`config.mk`:
```
export PLATFORM = sky130hd
export DESIGN_NAME = kls_selector
export DESIGN_NICKNAME = d
export VERILOG_FILES = /design/src/rtl/kls_pkg.sv /design/src/rtl/kls_symcount.sv /design/src/rtl/kls_pick.sv /design/src/rtl/kls_khold.sv /design/src/rtl/kls_selector.sv
export SDC_FILE = /design/constraint.sdc
export NUM_CORES = 1
export LEC_CHECK = 0
export BUFFER_PORTS_ARGS = -buffer_cell sky130_fd_sc_hd__buf_4
export CAP_MARGIN = 20
export CORE_MARGIN = 2
export CORE_UTILIZATION = 55
export CTS_CLUSTER_SIZE = 28
export DETAILED_ROUTE_END_ITERATION = 7
export GPL_ROUTABILITY_DRIVEN = 0
export PLACE_DENSITY = 0.85
export SYNTH_ARGS = -nofsm -noshare
export SYNTH_HDL_FRONTEND = slang
export SYNTH_SLANG_ARGS = --single-unit
```
`constraint.sdc`:
```
create_clock -name clk -period 2.5 [get_ports clk]
set_clock_uncertainty 0.15 [all_clocks]
set_input_delay 0.5 -clock clk [delete_from_list [all_inputs] [get_ports clk]]
set_output_delay 0.5 -clock clk [all_outputs]
set_load 0.02 [all_outputs]
```
`src/rtl/kls_pkg.sv`:
```
package kls_pkg;
  typedef logic [2:0] klen_t;

  localparam int unsigned K_LO    = 3;
  localparam int unsigned K_COUNT = 5;
  localparam klen_t       K_HI    = 3'd7;

  // Required SNR, tenths of a dB, indexed by K - K_LO
  function automatic logic [7:0] snr_floor(input int unsigned idx);
    case (idx)
      0:       snr_floor = 8'd53;
      1:       snr_floor = 8'd49;
      2:       snr_floor = 8'd43;
      3:       snr_floor = 8'd38;
      default: snr_floor = 8'd32;
    endcase
  endfunction

  // Only odd lengths survive the restricted mode
  function automatic logic k_permitted(input int unsigned idx, input logic restr);
    k_permitted = !restr || ((idx % 2) == 0);
  endfunction

  function automatic klen_t cycles_for(input klen_t k);
    case (k)
      3'd3:    cycles_for = 3'd4;
      3'd4:    cycles_for = 3'd5;
      3'd5:    cycles_for = 3'd5;
      3'd6:    cycles_for = 3'd6;
      default: cycles_for = 3'd7;
    endcase
  endfunction
endpackage

```
`src/rtl/kls_symcount.sv`:
```
module kls_symcount #(
  parameter int unsigned INTERVAL = 250000
) (
  input  logic clk,
  input  logic rst_n,
  input  logic tick,
  output logic decide
);
  localparam int unsigned CW = (INTERVAL > 1) ? $clog2(INTERVAL) : 1;
  localparam logic [CW-1:0] LAST = CW'(INTERVAL - 1);

  logic [CW-1:0] cnt;

  assign decide = tick && (cnt == LAST);

  always_ff @(posedge clk) begin
    if (!rst_n)      cnt <= '0;
    else if (decide) cnt <= '0;
    else if (tick)   cnt <= cnt + 1'b1;
  end

  assert_cnt_bound_R2: assert property (@(posedge clk) disable iff (!rst_n)
    cnt <= LAST);
endmodule

```
`src/rtl/kls_pick.sv`:
```
module kls_pick #(
  parameter int unsigned SNR_W = 8
) (
  input  logic [SNR_W-1:0] snr,
  input  logic             restr,
  output kls_pkg::klen_t   pick
);
  import kls_pkg::*;

  logic [K_COUNT-1:0] met;

  for (genvar i = 0; i < K_COUNT; i++) begin : g_cand
    localparam logic [SNR_W-1:0] FLOOR = SNR_W'(snr_floor(i));
    assign met[i] = k_permitted(i, restr) && (snr >= FLOOR);
  end

  // Smallest qualifying length wins; nothing met falls back to the longest
  always_comb begin
    pick = K_HI;
    for (int i = K_COUNT - 1; i >= 0; i--) begin
      if (met[i]) pick = klen_t'(K_LO + i);
    end
  end
endmodule

```
`src/rtl/kls_khold.sv`:
```
module kls_khold (
  input  logic           clk,
  input  logic           rst_n,
  input  logic           decide,
  input  kls_pkg::klen_t pick,
  output kls_pkg::klen_t k_cur,
  output logic           k_switch
);
  always_ff @(posedge clk) begin
    if (!rst_n) begin
      k_cur    <= kls_pkg::K_HI;
      k_switch <= 1'b0;
    end else begin
      k_switch <= decide && (pick != k_cur);
      if (decide) k_cur <= pick;
    end
  end

  assert_hold_between_R2: assert property (@(posedge clk) disable iff (!rst_n)
    !decide |=> $stable(k_cur));
  assert_switch_real_R6: assert property (@(posedge clk) disable iff (!rst_n)
    k_switch |-> (k_cur != $past(k_cur)));
  assert_len_legal_R3: assert property (@(posedge clk) disable iff (!rst_n)
    (k_cur >= 3'd3) && (k_cur <= 3'd7));
endmodule

```
`src/rtl/kls_selector.sv`:
```
module kls_selector #(
  parameter int unsigned SNR_W    = 8,
  parameter int unsigned INTERVAL = 250000
) (
  input  logic             clk,
  input  logic             rst_n,
  input  logic             sym_tick,
  input  logic [SNR_W-1:0] snr_db10,
  input  logic             restrict_set,
  output logic [2:0]       k_sel,
  output logic             k_switch,
  output logic [2:0]       clk_per_sym
);
  logic           decide;
  kls_pkg::klen_t pick;
  kls_pkg::klen_t k_cur;

  kls_symcount #(.INTERVAL(INTERVAL)) u_count (
    .clk(clk), .rst_n(rst_n), .tick(sym_tick), .decide(decide)
  );

  kls_pick #(.SNR_W(SNR_W)) u_pick (
    .snr(snr_db10), .restr(restrict_set), .pick(pick)
  );

  kls_khold u_hold (
    .clk(clk), .rst_n(rst_n), .decide(decide), .pick(pick),
    .k_cur(k_cur), .k_switch(k_switch)
  );

  assign k_sel       = k_cur;
  assign clk_per_sym = kls_pkg::cycles_for(k_cur);

  assert_low_snr_R4: assert property (@(posedge clk) disable iff (!rst_n)
    (decide && (snr_db10 < SNR_W'(32))) |=> (k_sel == 3'd7));
  assert_restrict_odd_R5: assert property (@(posedge clk) disable iff (!rst_n)
    (decide && restrict_set) |=> k_sel[0]);
endmodule

```
# Word-level counts from Yosys, hierarchy flattened
# Cells that the tools add are included.
[totals] reg_bits=22 input_bits=12 out_inout_bits=7 elab_cells=27
[classes] addsub=1 order_cmp=4 eq_ne=6 n_mux=5 bitwise=1 reduce_logical=7
[op_table] operator="$ge 8x6->1 const B" count=4
[op_table] operator="$add 18x1->18 const B" count=1
[op_table] operator="$eq 18x18->1 const B" count=1
[op_table] operator="$eq 3x3->1 const B" count=3
[op_table] operator="$mux 3" count=3
[op_table] operator="$pmux 2 s3" count=1
[op_table] operator="$logic_and 1x1->1" count=4
[op_table] operator="$reduce_or 2->1" count=2
[op_table] operator="$eq 3x2->1 const B" count=1
[op_table] operator="$ne 3x3->1" count=1
[op_table] operator="$logic_not 1->1" count=1
[op_table] operator="$mux 1" count=1
[op_table] operator="$not 1->1" count=1

# Longest topological paths before layout
# Gate-level depths: netlist (run 1).
[logic_depth] word_depth=8 ltp_mapped=7 depth_no_buf=6

# Modules after synthesis
# A second synthesis (run 1) with hierarchy kept.
[unflattened] cells_unflattened=140 area_unflattened_um2=1266.2
[by_module_without_submodules] mod="kls_symcount" n_inst=1 cells_each=102 area_each_um2=965.9 seq_area_each_um2=360.3
[by_module_without_submodules] mod="kls_khold" n_inst=1 cells_each=15 area_each_um2=157.7 seq_area_each_um2=80.1
[by_module_without_submodules] mod="kls_pick" n_inst=1 cells_each=17 area_each_um2=103.8 seq_area_each_um2=0.0
[by_module_without_submodules] mod="kls_selector" n_inst=1 cells_each=6 area_each_um2=38.8 seq_area_each_um2=0.0

# Worst setup path before layout (run 1)
# OpenSTA, ideal clock, no wires.
[synth_timing] kind="input to register" start="input port sym_tick" end="register u_count.cnt[16]" setup_time_ps=115 arrival_ps=1578 t_required_ps=2235 slack_ps=657 cell_stages=6 path_buffers=1 path_cell_list="buf_4 -> nand4_4 -> or4_4 -> nor2_4 -> xnor2_1 -> nor2_2"
[synth_between] elab_chain_len=2
[synth_lines] element="from (decl)" line="kls_selector.sv:7" source="input logic sym_tick,"
[synth_lines] element="$logic_and 1x1->1" line="kls_symcount.sv:14" source="assign decide = tick && (cnt == LAST);"
[synth_lines] element="$reduce_or 2->1 (no source line)"
[synth_lines] element="to (signal assigned)" line="kls_symcount.sv:19" source="else if (tick) cnt <= cnt + 1'b1;"
[synth_lines] element="to (decl)" line="kls_symcount.sv:12" source="logic [CW-1:0] cnt;"
# Parallel ways exist; a longest one is shown, timed or not.
# A chain may end at the register's enable or synchronous reset.

# Worst setup path in the final report (run 1)
[layout_timing] start="register u_count.cnt[0]" end="register u_count.cnt[16]"
[layout_between] elab_chain_len=3 elab_cells_between_ends=4 classes_between="1 x add/sub; 1 x eq/ne; 2 x reduce/logical"
[layout_lines] element="parallel branches: the longest is 3 deep, another holds $add 18x1->18"
# Parallel ways; which one is timed is not known.

==> results of run 1 <==
area by class of cell:
cell class	instances	area, sq um	area share
Inverter	3	11.3	0.00814
Clock buffer	3	22.5	0.0163
Timing Repair Buffer	19	143	0.103
Clock inverter	1	30.0	0.0217
Multi-Input combinational cell	104	702	0.508
Tap cell	27	33.8	0.0244
Sequential cell	22	440	0.319
placed cells by master (no fill, tap or decap), drive strengths merged, types with 2 or more instances in the layout:
master  count
mux2i       4
dfxtp      22
a211oi      2
xnor2       9
nor2       25
nor4b       3
inv         3
nand2b      2
a21oi       2
nand4       6
buf        19
nor2b       2
and4        2
nand2      10
clkbuf      3
nor3        5
xor2       10
nand3       7
flip-flops by register name (all words and copies together), names as in the netlist:
name / cells
u_count.cnt: 18
u_hold.k_cur: 3
u_hold.k_switch: 1
logic make-up after synthesis:
family | count (synthesis) | share of synthesized area
flops | 22 | 0.370
mux | 4 | 0.0336
other cells | 1 | 0.00315
fa+ha+maj | 1 | 0.0105
compound gates | 11 | 0.0662
buf+inv | 7 | 0.0410
xor+xnor | 19 | 0.140
simple gates | 68 | 0.336
final timing paths:
check	to	from	cells past startpoint	slack (ns)
setup / recovery	u_count.cnt[16]	u_count.cnt[0]	6	0.55
hold / removal	u_hold.k_cur[0]	rst_n	2	0.22
setup reg to reg	u_count.cnt[16]	u_count.cnt[0]	6	0.55
hold reg to reg	u_count.cnt[16]	u_count.cnt[16]	2	0.39
per-stage QoR:
stage | instances | hold slack (ns) | total power [mW]
5_1_grt | 179 | 0.233 | 0.701
4_1_cts | 179 | 0.226 | 0.682
3_3_place_gp | 175 | 0.346 | 0.413
3_5_place_dp | 175 | 0.368 | 0.416
6_report | 179 | 0.224 | 0.678
2_1_floorplan | 133 | 0.329 | 0.397
report_power, final:
part           internal (mW)  total [mW]  switching (mW)
logic                 0.0248      0.0497          0.0249
clock network          0.162       0.270           0.108
registers              0.354       0.358         0.00402
worst reg2reg max path: stages (launching register included):
cell and delay, ns:
dfxtp_1 0.41, ha_1 0.24, nand4_4 0.17, or4_4 0.58, nor2_4 0.14, xnor2_1 0.14
nor2_2 0.04
per-layer routing:
layer  track usage  share of wire  routed length, microns
met2         0.346           0.50                    1070
met1         0.217           0.45                     958
met5             0              0                       0
met3        0.0268          0.031                      66
met4         0.117          0.021                      44
==> qor.csv, run 1 <==
metric,value,unit
Syn Area/Cell,8.96,sq um
crit-path cells,ha_1 > nand4_4 > or4_4 > nor2_4 > xnor2_1 > nor2_2,
DRC,0,
FP Rows,16,
WL per Instance,12.0,microns
status,finished clean,
Post-synth EDFFs,0,
#FFs+latches synth,22,
post-CTS sizing,0,
Final Hold Vio Count,0,
Final setup viols,0,
Vias,954,
P&R area growth vs syn,16.1,%
DP Worst Slack,0.479,ns
commonest cells in the netlist,"22 x dfxtp_1, 19 x nor2_1, 10 x nand2_1, 10 x xor2_1, 9 x xnor2_1",
Post-Synthesis Cells,133,
total die area,2550,sq um
leakage power,0.517,nW
CP endpoint kind,register,
DR vias/cell,5.33,
Port-buffer cells,17,
Finished Cell Area,1380,sq um
grt total ovfl,0,
worst setup margin,0.548,ns
share of layout cells above drive strength 1,0.237,
clock sinks,22,
Root Buffer,clkbuf_4,
CTS buffer count,3,
hold_buf cts,0,
Worst Path Max Fanout,5,
total track usage,0.194,
fillers,158,
sequential area share after synthesis,0.370,
initial antenna violation count,0,
Post-Syn Area,1190,sq um
asr flop ratio synth,0,
CTS H-tree depth,1,
"delay-heaviest family, CP",simple AND/OR/NAND/NOR gates,
Synth area leaders,"dfxtp_1 37%, xor2_1 7.4%, xnor2_1 6.6%",
class of the most critical setup path,reg -> reg,
core area,2000,sq um
most frequent cell after synthesis,dfxtp_1,
first-pass GRT wire length,3820,microns
Crit-path slowest cell,or4_4,
Die Width,50.5,microns
Crit path arrival time,2.02,ns
Hold Path Class,in -> reg,
fin crit period,1.95,ns
DR pass1 iterations,4,
setup_tns,0,ns
routed wire length,2140,microns
Worst-Skew Late Latency,0.31,ns
Buffers & Inverters on Critical Path,0,
vias in the first global route,957,
Post-Syn Nets,146,
PD cells,490,nW/um^2
Yosys top cell area share,0.370,
Initial DRC Count,18,
crit path launch type,register,
post-route antenna net violation count,0,
final core occ,0.691,
CTS tree,built,
Synth warnings,0,
Final Cycle Share,0.781,
Fmax achieved,512,MHz
largest net degree at the start of global routing,18,
Crit path required time,2.57,ns
Post-DP HPWL,1690,microns
chip height,50.5,microns
ANT cells,0,
RSZ-0062 raised after global routing,false,
Post-synth top flop,dfxtp_1,
clk slew on worst S/H paths,0.12,ns
Final nets,166,
"Largest stage delay, worst path",0.57,ns
Max Root-Sink Buffers,2,
max cap viols,0,
Slew Limit Fails,0,
I/O pin total,19,
Placed Area,1330,sq um
starting density of the core,0.595,
Yosys top cell by area,dfxtp_1,
Max VDD drop,0.000387,V
postcts setup bufs,0,
Synth cell types,39,
Power figures use the tool's default switching activity.
==> inputs of run 2 (changes only) <==
==> constraint.sdc (replaced) <==
create_clock -name clk -period 2.02 [get_ports clk]
set_clock_uncertainty 0.15 [all_clocks]
set_input_delay 0.404 -clock clk [delete_from_list [all_inputs] [get_ports clk]]
set_output_delay 0.404 -clock clk [all_outputs]
set_load 0.02 [all_outputs]
==> qor.csv, run 2 (synthesis results as in run 1) <==
metric,value,unit
status,finished clean,
DR vias/cell,5.42,
Final setup viols,0,
Crit path arrival time,1.94,ns
cell count of the worst reg-to-reg path,6,
core area,2000,sq um
chip height,50.5,microns
WL per Instance,11.9,microns
fillers,165,
initial antenna violation count,0,
Placed Area,1350,sq um
"Cell Count, Final, Fillers Out",180,
Top Usage Layer GRT,met2,
met3 Use GR,0.0357,
crit path launch type,register,
"most common cell after layout, fill and taps aside",dfxtp_1,
Final nets,168,
post-route antenna net violation count,0,
clk slew on worst S/H paths,0.11,ns
met2 usage in global routing,0.314,
CTS H-tree depth,1,
worst setup margin,0.139,ns
Hold Path Class,in -> reg,
hold_buf cts,0,
Buffers & Inverters on Critical Path,0,
Post-DP HPWL,1670,microns
r2r setup slk,0.14,ns
max reg flops,18,
"Largest stage delay, worst path",0.55,ns
Vias,975,
crit-path cells,ha_1 > nand4_4 > or4_4 > nor2_2 > xnor2_1 > nor2_2,
total die area,2550,sq um
Root Buffer,clkbuf_4,
share of layout cells above drive strength 1,0.242,
CTS buffer count,3,
Crit path required time,2.08,ns
Hold Slack,0.144,ns
Crit-path slowest cell,or4_4,
Final Cycle Share,0.931,
Fmax achieved,532,MHz
DP Worst Slack,0.0956,ns
Die Width,50.5,microns
reg-to-reg startpoint,u_count.cnt[0],
first-pass GRT wire length,3560,microns
setup_tns,0,ns
clock sinks,22,
grt total ovfl,0,
Worst-Skew Late Latency,0.30,ns
class of the most critical setup path,reg -> reg,
hold path depth,2,
CP endpoint kind,register,
Port-buffer cells,17,
I/O pin total,19,
largest net degree at the start of global routing,12,
largest reg by FF count,u_count.cnt,
starting density of the core,0.595,
leakage power,0.512,nW
Final Hold Vio Count,0,
P&R area growth vs syn,14.8,%
PD cells,510,nW/um^2
routed wire length,2140,microns
Worst Path Max Fanout,4,
Most common cell on crit path,nor2_2,
"delay-heaviest family, CP",simple AND/OR/NAND/NOR gates,
Finished Cell Area,1370,sq um
Slew Limit Fails,0,
DR pass1 iterations,4,
max cap viols,0,
Placed Instances,177,
FP Rows,16,
ANT cells,0,
Max Root-Sink Buffers,2,
RR Endpoint,u_count.cnt[14],
CTS tree,built,
Max VDD drop,0.000372,V
CP Depth,6,
Initial DRC Count,8,
met1 Resource Use GR,0.211,
largest registers,"u_count.cnt: 18 flops, u_hold.k_cur: 3 flops, u_hold.k_switch: 1 flops",
vias in the first global route,883,
RSZ-0062 raised after global routing,false,
DRC,0,
total track usage,0.180,
post-CTS sizing,0,
"commonest cells after routing, fill and taps aside","22 x dfxtp_1, 21 x buf_4, 19 x nor2_1, 10 x xor2_1, 10 x nand2_1",
Worst Min Path Start,rst_n,
hold path endpoint,u_hold.k_cur[2],
postcts setup bufs,0,
Worst Setup SP,u_count.cnt[0],
fin crit period,1.88,ns
[run 2: cell count changes in the layout (fill, tap and decap cells not counted), sizes merged]
cell,change
buf,+2
bufinv,-1
[run 2: stage by stage]
stage | util | total power [mW]
6_report | 0.683 | 0.698
5_1_grt | 0.683 | 0.723
4_1_cts | 0.683 | 0.704
3_5_place_dp | 0.672 | 0.516
3_3_place_gp | 0.672 | 0.513
2_1_floorplan | - | 0.491
[run 2: worst max-delay path by stage]
stage / endpoint / slack (ns)
finish: u_count.cnt[14] / 0.14
global route: u_count.cnt[3] / 0.07
CTS: u_count.cnt[14] / 0.14
detailed placement: u_hold.k_switch / 0.1
global placement: u_hold.k_switch / 0.16
floorplan: u_count.cnt[16] / 0.19
[run 2: final cells by class]
class	instances	area [sq um]	area share
multi-input cells	104	702	0.513
flip-flops and latches	22	440	0.322
repair buffers	21	158	0.115
well taps	27	33.8	0.0247
clock buffers	3	22.5	0.0165
inverters	3	11.3	0.00823
[run 2: power breakdown]
| part | total, mW | leakage, nW | switching, mW | internal (mW) |
|---|---|---|---|---|
| Combinational | 0.0633 | 0.320 | 0.0313 | 0.0320 |
| Clock | 0.191 | 0.0138 | 0.121 | 0.0696 |
| Sequential | 0.443 | 0.178 | 0.00530 | 0.438 |
[run 2: metal layers]
layer	part of all wire	up-vias
met4	0.012	0
li1	-	496
met1	0.45	455
met2	0.50	21
met3	0.033	3
met5	0	-
[run 2: worst register-to-register path, cell delays in order (launching register included)]
cell     delay, ns
dfxtp_1       0.42
ha_1          0.25
nand4_4       0.12
or4_4         0.55
nor2_2        0.12
xnor2_1       0.14
nor2_2        0.05
==> inputs of run 3 (changes only) <==
--- a/config.mk
+++ b/config.mk
@@ -12,7 +12,7 @@
 export CTS_CLUSTER_SIZE = 28
 export DETAILED_ROUTE_END_ITERATION = 7
 export GPL_ROUTABILITY_DRIVEN = 0
-export PLACE_DENSITY = 0.85
+export PLACE_DENSITY = 0.78
 export SYNTH_ARGS = -nofsm -noshare
 export SYNTH_HDL_FRONTEND = slang
 export SYNTH_SLANG_ARGS = --single-unit
==> qor.csv, run 3 (synthesis results as in run 1) <==
metric,value,unit
Post-DP HPWL,1720,microns
FP Rows,16,
Setup crit end,u_count.cnt[8],
Hold Path Class,in -> reg,
hold_buf cts,0,
Port-buffer cells,17,
Crit path arrival time,1.92,ns
clock sinks,22,
r2r setup slk,0.16,ns
Final nets,167,
starting density of the core,0.595,
Max Root-Sink Buffers,2,
Crit path required time,2.08,ns
Max VDD drop,0.000391,V
class of the most critical setup path,reg -> reg,
I/O pin total,19,
Die Width,50.5,microns
Worst Path Max Fanout,17,
DRC,0,
RR Endpoint,u_count.cnt[8],
CP endpoint kind,register,
"most common cell after layout, fill and taps aside",dfxtp_1,
crit path launch type,register,
Final Hold Vio Count,0,
CTS buffer count,3,
CTS tree,built,
"commonest cells after routing, fill and taps aside","22 x dfxtp_1, 19 x nor2_1, 19 x buf_4, 10 x xor2_1, 10 x nand2_1",
P&R area growth vs syn,15.2,%
Worst Setup SP,u_count.cnt[0],
Final setup viols,0,
Vias,973,
largest registers,"u_count.cnt: 18 flops, u_hold.k_cur: 3 flops, u_hold.k_switch: 1 flops",
CTS H-tree depth,1,
DR vias/cell,5.44,
initial antenna violation count,0,
max cap viols,0,
total track usage,0.195,
Initial DRC Count,16,
final core occ,0.686,
Slew Limit Fails,0,
chip height,50.5,microns
largest net degree at the start of global routing,18,
largest reg by FF count,u_count.cnt,
RSZ-0062 raised after global routing,false,
fin crit period,1.86,ns
max reg flops,18,
grt total ovfl,0,
status,finished clean,
Fmax achieved,537,MHz
first-pass GRT wire length,3800,microns
postcts setup bufs,0,
Worst-Skew Late Latency,0.30,ns
setup_tns,0,ns
vias in the first global route,891,
reg-to-reg startpoint,u_count.cnt[0],
post-CTS sizing,0,
routed wire length,2180,microns
core area,2000,sq um
PD cells,510,nW/um^2
DR pass1 iterations,4,
ANT cells,0,
Final Cycle Share,0.922,
share of layout cells above drive strength 1,0.237,
cell count of the worst reg-to-reg path,7,
clk slew on worst S/H paths,0.11,ns
Root Buffer,clkbuf_4,
Hold Slack,0.142,ns
total die area,2550,sq um
WL per Instance,12.2,microns
post-route antenna net violation count,0,
leakage power,0.511,nW
[run 3: changes by cell type in the layout (fill, tap and decap cells not counted), sizes merged]
cell / previous run / this run
buf: 21 / 20
[run 3: how the worst min path moves through the flow]
| stage | start | to | cells after the start |
|---|---|---|---|
| after floorplan | rst_n | u_hold.k_cur[0] | 1 |
| after global placement | u_count.cnt[17] | u_count.cnt[17] | 2 |
| after CTS | rst_n | u_hold.k_cur[0] | 2 |
| after global routing | rst_n | u_hold.k_cur[2] | 2 |
| after detailed placement | u_count.cnt[17] | u_count.cnt[17] | 2 |
| final | rst_n | u_hold.k_cur[2] | 2 |
[run 3: worst max-delay path: stages, from the launching register on]
cell and delay, ns:
dfxtp_1 0.41, ha_1 0.24, nand4_4 0.11, buf_4 0.17, nor3_4 0.28, nand2b_1 0.20, buf_12 0.16, nor2_1 0.05
[run 3: metrics by stage]
| step | power [mW] | worst slack, ns | area (sq um) | instances |
|---|---|---|---|---|
| finish | 0.700 | 0.158 | 1370 | 179 |
| global route | 0.735 | 0.0384 | 1370 | 179 |
| CTS | 0.711 | 0.148 | 1370 | 179 |
| detailed placement | 0.518 | 0.127 | 1350 | 176 |
| global placement | 0.515 | 0.187 | 1350 | 176 |
| floorplan | 0.491 | 0.195 | 1190 | 133 |
[run 3: routing by layer]
layer	GRT usage	vias up	routed length (microns)	share of wire
met5	0	-	0	0
met3	0.0446	2	77	0.035
li1	-	498	-	-
met1	0.250	454	997	0.46
met4	0.0541	0	27	0.012
met2	0.327	19	1080	0.49
[run 3: final cells by class]
type / count / area (sq um)
tap: 27 / 33.8
fill: 172 / 629
timing repair buffer: 20 / 163
sequential: 22 / 440
inverter: 3 / 11.3
multi-input combinational: 104 / 702
clock buffer: 3 / 22.5
[run 3: where the power goes]
group	switching (mW)	internal, mW	total [mW]	leakage (nW)
clock	0.122	0.0697	0.192	0.0138
combinational	0.0315	0.0330	0.0645	0.320
sequential	0.00507	0.438	0.443	0.178
total	0.159	0.541	0.700	0.511
